==> src/rtl/fir3_pkg.sv <==
package fir3_pkg;
  localparam int unsigned FIR3_W    = 24;
  localparam int unsigned FIR3_TAPS = 3;

  // Loop order is capture -> calc -> add -> drop
  typedef enum logic [1:0] {
    ST_CAPT = 2'b00,
    ST_CALC = 2'b10,
    ST_ADD  = 2'b11,
    ST_DROP = 2'b01
  } fir3_state_e;
endpackage

==> src/rtl/fir3_rst_sync.sv <==
module fir3_rst_sync #(
  parameter int unsigned STAGES = 2
) (
  input  logic clk,
  input  logic arst_n,
  output logic srst_n
);
  logic [STAGES-1:0] chain_q;

  always_ff @(posedge clk or negedge arst_n) begin
    if (!arst_n) chain_q <= '0;
    else         chain_q <= {chain_q[STAGES-2:0], 1'b1};
  end

  assign srst_n = chain_q[STAGES-1];
endmodule

==> src/rtl/fir3_ctrl.sv <==
module fir3_ctrl
  import fir3_pkg::*;
(
  input  logic        clk,
  input  logic        rst_n,
  output fir3_state_e state_o,
  output logic        cap_en_o,
  output logic        calc_en_o,
  output logic        add_en_o,
  output logic        ready_o
);
  fir3_state_e state_q, state_d;
  logic        ready_q;

  always_comb begin
    state_d = state_q;
    unique case (state_q)
      ST_CAPT: state_d = ST_CALC;
      ST_CALC: state_d = ST_ADD;
      ST_ADD:  state_d = ST_DROP;
      ST_DROP: state_d = ST_CAPT;
      default: state_d = ST_CAPT;
    endcase
  end

  always_ff @(posedge clk or negedge rst_n) begin
    if (!rst_n) state_q <= ST_CAPT;
    else        state_q <= state_d;
  end

  assign cap_en_o  = (state_q == ST_CAPT);
  assign calc_en_o = (state_q == ST_CALC);
  assign add_en_o  = (state_q == ST_ADD);

  // Flag rises on commit, falls in any other state
  always_ff @(posedge clk or negedge rst_n) begin
    if (!rst_n)        ready_q <= 1'b0;
    else if (add_en_o) ready_q <= 1'b1;
    else               ready_q <= 1'b0;
  end

  assign state_o = state_q;
  assign ready_o = ready_q;
endmodule

==> src/rtl/fir3_hist.sv <==
module fir3_hist #(
  parameter int unsigned W    = 24,
  parameter int unsigned TAPS = 3
) (
  input  logic         clk,
  input  logic         rst_n,
  input  logic         cap_en,
  input  logic         add_en,
  input  logic [W-1:0] sample_i,
  output logic [W-1:0] tap_o [TAPS]
);
  // tap 0 is the captured sample, higher taps are older
  logic [W-1:0] tap_q [TAPS];

  always_ff @(posedge clk or negedge rst_n) begin
    if (!rst_n)      tap_q[0] <= '0;
    else if (cap_en) tap_q[0] <= sample_i;
  end

  for (genvar i = 1; i < TAPS; i++) begin : g_dly
    always_ff @(posedge clk or negedge rst_n) begin
      if (!rst_n)      tap_q[i] <= '0;
      else if (add_en) tap_q[i] <= tap_q[i-1];
    end
  end

  assign tap_o = tap_q;
endmodule

==> src/rtl/fir3_mac.sv <==
module fir3_mac #(
  parameter int unsigned W    = 24,
  parameter int unsigned TAPS = 3,
  parameter logic [W-1:0] C0  = 24'h702A78,
  parameter logic [W-1:0] C1  = 24'h800000,
  parameter logic [W-1:0] C2  = 24'h4FD547
) (
  input  logic         clk,
  input  logic         rst_n,
  input  logic         calc_en,
  input  logic         add_en,
  input  logic [W-1:0] tap_i [TAPS],
  output logic [W-1:0] result_o
);
  localparam logic [W-1:0] COEF [3] = '{C0, C1, C2};

  logic [W-1:0] prod_q [TAPS];
  logic [W-1:0] sum_d;
  logic [W-1:0] result_q;

  for (genvar i = 0; i < TAPS; i++) begin : g_tap
    always_ff @(posedge clk or negedge rst_n) begin
      if (!rst_n)       prod_q[i] <= '0;
      else if (calc_en) prod_q[i] <= tap_i[i] * COEF[i];
    end
  end

  always_comb begin
    sum_d = '0;
    for (int i = 0; i < TAPS; i++) sum_d = sum_d + prod_q[i];
  end

  always_ff @(posedge clk or negedge rst_n) begin
    if (!rst_n)      result_q <= '0;
    else if (add_en) result_q <= sum_d;
  end

  assign result_o = result_q;
endmodule

==> src/rtl/fir3_seq.sv <==
module fir3_seq
  import fir3_pkg::*;
#(
  parameter int unsigned W  = FIR3_W,
  parameter logic [W-1:0] C0 = 24'h702A78,
  parameter logic [W-1:0] C1 = 24'h800000,
  parameter logic [W-1:0] C2 = 24'h4FD547
) (
  input  logic         clk,
  input  logic         rst_n,
  input  logic [W-1:0] sample_i,
  output logic [W-1:0] result_o,
  output logic         ready_o
);
  localparam int unsigned TAPS = FIR3_TAPS;

  logic         srst_n;
  fir3_state_e  state;
  logic         cap_en, calc_en, add_en;
  logic [W-1:0] taps [TAPS];

  fir3_rst_sync #(.STAGES(2)) u_rst (
    .clk(clk), .arst_n(rst_n), .srst_n(srst_n)
  );

  fir3_ctrl u_ctrl (
    .clk(clk), .rst_n(srst_n), .state_o(state),
    .cap_en_o(cap_en), .calc_en_o(calc_en), .add_en_o(add_en),
    .ready_o(ready_o)
  );

  fir3_hist #(.W(W), .TAPS(TAPS)) u_hist (
    .clk(clk), .rst_n(srst_n), .cap_en(cap_en), .add_en(add_en),
    .sample_i(sample_i), .tap_o(taps)
  );

  fir3_mac #(.W(W), .TAPS(TAPS), .C0(C0), .C1(C1), .C2(C2)) u_mac (
    .clk(clk), .rst_n(srst_n), .calc_en(calc_en), .add_en(add_en),
    .tap_i(taps), .result_o(result_o)
  );
endmodule

==> config.mk <==
export PLATFORM = sky130hd
export DESIGN_NAME = fir3_seq
export DESIGN_NICKNAME = d
export VERILOG_FILES = /design/src/rtl/fir3_pkg.sv /design/src/rtl/fir3_rst_sync.sv /design/src/rtl/fir3_ctrl.sv /design/src/rtl/fir3_hist.sv /design/src/rtl/fir3_mac.sv /design/src/rtl/fir3_seq.sv
export SDC_FILE = /design/constraint.sdc
export NUM_CORES = 1
export LEC_CHECK = 0
export BUFFER_PORTS_ARGS = -buffer_cell sky130_fd_sc_hd__buf_2
export CAP_MARGIN = 20
export CORE_UTILIZATION = 60
export CTS_CLUSTER_SIZE = 14
export DETAILED_ROUTE_END_ITERATION = 12
export PLACE_DENSITY_LB_ADDON = 0.25
export SYNTH_ARGS = -nofsm -noshare
export SYNTH_HDL_FRONTEND = slang
export SYNTH_SLANG_ARGS = --single-unit
==> constraint.sdc <==
create_clock -name clk -period 7.6 [get_ports clk]
set_clock_uncertainty 0.15 [all_clocks]
set_input_delay 0.38 -clock clk [delete_from_list [all_inputs] [get_ports clk]]
set_output_delay 0.38 -clock clk [all_outputs]
set_load 0.02 [all_outputs]
==> results by stage <==
Status:
- The flow ran to the end, and the final reports show no timing, DRC or antenna violations.

Worst hold path:
- The number of cells on the worst hold path is 3.
- The class of the most critical hold timing path is input port to register.
- The worst hold path begins at sample_i[10].
- The destination of the worst hold path is u_hist.tap_o[58]$_DFFE_PN0N_.

Timing:
- The accumulated negative setup slack is 0 ns.
- The maximum clock frequency is 0.168 GHz.
- The final worst-path cycle share is 78.2%.
- The max-slew violation count is 0.
- Across all hold checks on the routed design, the worst slack comes to 0.00898 ns.
- The setup violation total in the final timing report is 0.
- The minimum clock period is 5.94 ns.
- Setup repair after global routing left no endpoint under its margin.
- The number of endpoints with negative hold slack in the final report is 0.
- The transition time at the pin with the least slew margin is 0.975 ns.
- The worst pin sits at a relative slew slack of 35.0%.

Critical path:
- The number of cells on the worst reg-to-reg path is 20.
- The critical path capture point type is a register.
- For the worst setup path, the data arrival time is 6.08 ns.
- The register-to-register setup slack is 1.66 ns.
- The critical path is of the register to register type.
- The launch instance of the worst register-to-register path is u_hist.tap_o[5]$_DFFE_PN0P_.
- STA puts the critical path data required time at 7.74 ns.
- In this run the critical register-to-register path is captured at u_mac.prod_q[23]$_DFFE_PN0P_.
- Counting stages on the worst path, the most repeated cell is sky130_fd_sc_hd__fa_1.
- The cell type of the slowest stage on the worst timing path is sky130_fd_sc_hd__dfrtp_1.
- Walking the worst path, the cells encountered are fa_1 > xor2_1 > ha_1 > a21oi_1 > fa_1 > inv_1 > fa_1 > fa_1 > fa_1 > inv_1 > fa_1 > inv_1 > ha_1 > o21ai_0 > nor2b_1 > nand2b_1 > o21bai_1 > a31oi_1 > xnor2_1 > o21ai_1.
- The sort of element at the start of the critical path is a register.
- The largest single stage delay on the critical path is 0.67 ns.
- Along the worst path, the maximum fanout reaches 11.

Final layout:
- Across the whole layout, storage elements account for 3680 um^2.
- The summed area of non-filler cells in the final layout is 16700 um^2.
- The area overhead of the layout relative to synthesis is 8.54%.
- The diode insertion count for antenna repair is 0.
- Counting the fill cells in the layout gives 2010.
- The fraction of final layout cells sized beyond drive strength 1 is 6.68%.
- The final design utilization is 66.5%.
- The total number of nets in the final design is 2107.
- The area of combinational cells with multiple inputs is 10500 um^2.

CTS:
- Counting the buffers created by CTS gives 17.
- After clock tree synthesis, the clock-pin slew on the worst setup and hold paths is 0.07 ns.
- The clock net in this run drives a total of 147 sinks.
- The clock passes through at most 2 buffers.
- TritonCTS built the clock tree.
- The number of levels the H-tree was split into is 4.
- Buffers added to address setup during post-CTS repair amount to 0.
- The tree is rooted in a sky130_fd_sc_hd__clkbuf_16.
- The clock insertion delay at the later pin of the skew report is 0.44 ns.

Yosys:
- Counting every instance in the synthesized netlist gives 1593.
- After Yosys synthesis, full adders, half adders and majority gates account for 43.1% of the synthesized area.
- Summing the areas of all xor and xnor instances in the mapped netlist gives 5.56% of the synthesized area.
- The synthesized design spends more area on one cell type than any other, namely sky130_fd_sc_hd__dfrtp_1.
- Summing the areas of all and, or, nand and nor instances in the mapped netlist gives 8.46% of the synthesized area.
- The proportion of synthesized chip area in sequential cells is 23.8%.
- The net count after synthesis is 2052.
- Dividing the synthesized area by the synthesized cell count gives 9.69 um^2.
- The proportion of register bits with asynchronous set or reset after synthesis is 100%.
- sky130_fd_sc_hd__inv_1 is the most common cell in the netlist.
- The most used flip-flop cell after synthesis is sky130_fd_sc_hd__dfrtp_1.
- Multiplexer cells account for 1.06% of the synthesized area.
- During synthesis, Yosys emitted a total of 0 warnings.
- After synthesis, the largest family of logic cells by area is adder cells.
- The netlist area before placement is 15400 um^2.
- The count of distinct cell types in the synthesized netlist is 57.
- Ranked by instance count, the synthesized netlist is headed by 310 x sky130_fd_sc_hd__inv_1, 269 x sky130_fd_sc_hd__ha_1, 231 x sky130_fd_sc_hd__nand2_1.
- By area the synthesized netlist is led by sky130_fd_sc_hd__dfrtp_1 24%, sky130_fd_sc_hd__ha_1 22%, sky130_fd_sc_hd__fa_1 21%.
- Of the post-synthesis cell area, the dominant cell type holds 23.8%.
- The compound-cell area share of the yosys netlist is 9.65%.
- The count of state elements after synthesis is 147.
- The count of flip-flops with a built-in enable after synthesis is 0.

Place:
- Routability-driven placement finished with a final weighted congestion of 0.907.
- The HPWL reported at the end of detailed placement is 28.0 mm.
- The post-detailed-placement cell area is 16000 um^2.
- The total of buffers placed on input and output ports is 50.

Global route:
- The met3 track utilization from global routing is 2.95%.
- The overall overflow remaining after global route is 0.
- Global routing consumed, on the met1 layer, 39.2% of the routing resources.
- The number of global-route vias before repair is 11307.
- The number of antenna violations at the first check in global routing is 0.
- In this run the most used layer during global routing was met2.
- The pin count of the biggest net entering global routing is 100.
- The combined global-route utilization of all metal layers is 28.6%.
- Global routing consumed, on the met2 layer, 49.0% of the routing resources.
- The wire length of the first global-routing pass is 57.9 mm.

Route:
- The detailed router finished its first iteration with 543 violations.
- After detailed routing, the average wire length per cell comes to 17.7 um.
- The final route contains 10857 vias.
- The final wirelength is 35.3 mm.
- In this run the remaining antenna-violating nets after routing total 0.
- The number of vias per cell is 5.45.
- The first TritonRoute pass finished after 4 iterations.
- After detailed routing, the number of remaining DRC violations is 0.

Floorplan:
- Once the floorplan was initialized, standard cells occupied 61.3% of the core.
- The die extent in y is 162 um.
- The core region is 25200 um^2.
- The die area is 26400 um^2.
- The total number of placement rows is 58.
- The die is 162 um wide.
- The I/O pin count is 51.

Job:
- The count of max-cap constraint violations is 0.
==> sequential cells by signal, summed over array words and instances, names as in the netlist <==
signal,flops
u_hist.tap_o,72
u_mac.prod_q,46
u_mac.result_o,24
u_rst.chain_q,2
u_ctrl.ready_o,1
u_ctrl.state_o,2
==> kinds of logic after synthesis <==
kind of cell | after synthesis
compound gates | 243
mux | 15
xor+xnor | 98
flops | 147
simple gates | 314
fa+ha+maj | 433
buf+inv | 342
other cells | 1
==> per-stage QoR <==
stage / std cells / setup WS (ns)
finish: 1991 / 1.66
global route: 1991 / 1.30
global placement: 1948 / 1.73
floorplan: 1593 / 2.14
detailed placement: 1948 / 1.65
CTS: 1991 / 1.63
==> timing repair <==
item | CTS | global route
endpoints found under the hold margin | 12 | 0
gates resized for setup | 0 | 0
endpoints found under the setup margin | 0 | 0
hold buffers | 11 | 0
==> placed cells by master, fill, tap and decap left out, types with 14 or more instances in the layout <==
| cell type | count |
|---|---|
| sky130_fd_sc_hd__inv_1 | 310 |
| sky130_fd_sc_hd__ha_1 | 269 |
| sky130_fd_sc_hd__nand2_1 | 229 |
| sky130_fd_sc_hd__fa_1 | 164 |
| sky130_fd_sc_hd__dfrtp_1 | 146 |
| sky130_fd_sc_hd__o21ai_0 | 94 |
| sky130_fd_sc_hd__xnor2_1 | 65 |
| sky130_fd_sc_hd__buf_2 | 50 |
| sky130_fd_sc_hd__a21oi_1 | 44 |
| sky130_fd_sc_hd__xor2_1 | 33 |
| sky130_fd_sc_hd__nor2_1 | 30 |
| sky130_fd_sc_hd__a21o_1 | 20 |
| sky130_fd_sc_hd__clkbuf_16 | 17 |
| sky130_fd_sc_hd__o21ai_1 | 15 |
| sky130_fd_sc_hd__o21a_1 | 14 |
==> worst max-delay path by stage <==
stage | to | slack [ns] | from
detailed placement | u_mac.prod_q[23]$_DFFE_PN0P_ | 1.65 | u_hist.tap_o[5]$_DFFE_PN0P_
global placement | u_mac.prod_q[23]$_DFFE_PN0P_ | 1.73 | u_hist.tap_o[5]$_DFFE_PN0P_
finish | u_mac.prod_q[23]$_DFFE_PN0P_ | 1.66 | u_hist.tap_o[5]$_DFFE_PN0P_
floorplan | u_mac.prod_q[23]$_DFFE_PN0P_ | 2.14 | u_hist.tap_o[3]$_DFFE_PN0P_
global route | u_mac.prod_q[23]$_DFFE_PN0P_ | 1.30 | u_hist.tap_o[5]$_DFFE_PN0P_
CTS | u_mac.prod_q[23]$_DFFE_PN0P_ | 1.63 | u_hist.tap_o[5]$_DFFE_PN0P_
==> area by class of cell <==
cell class | count | area share, %
clock buffers | 18 | 2.62
clock inverters | 14 | 0.956
inverters | 311 | 6.97
multi-input cells | 1104 | 62.6
flip-flops and latches | 147 | 22.0
well taps | 330 | 2.47
repair buffers | 67 | 2.42
==> worst max-delay path: cells and delay by family, from the launching register on <==
family                     cells  cell delay [ns]
AOI/OAI and AO/OA              5             0.72
xor gates and xnor gates       2             0.31
adders and majority gates      8             3.39
buffers and inverters          3             0.19
DFF                            1             0.67
and+or+nand+nor                2             0.38
==> per-layer routing <==
layer  wire, um  vias up
li1           -     5220
met2      17500      181
met1      16300     5420
met4        489        0
met3        990       36
met5          0        -
Power is left out: the tool's default activity adds up to more than one toggle a clock period on the data nets, which glitch-free logic cannot reach.
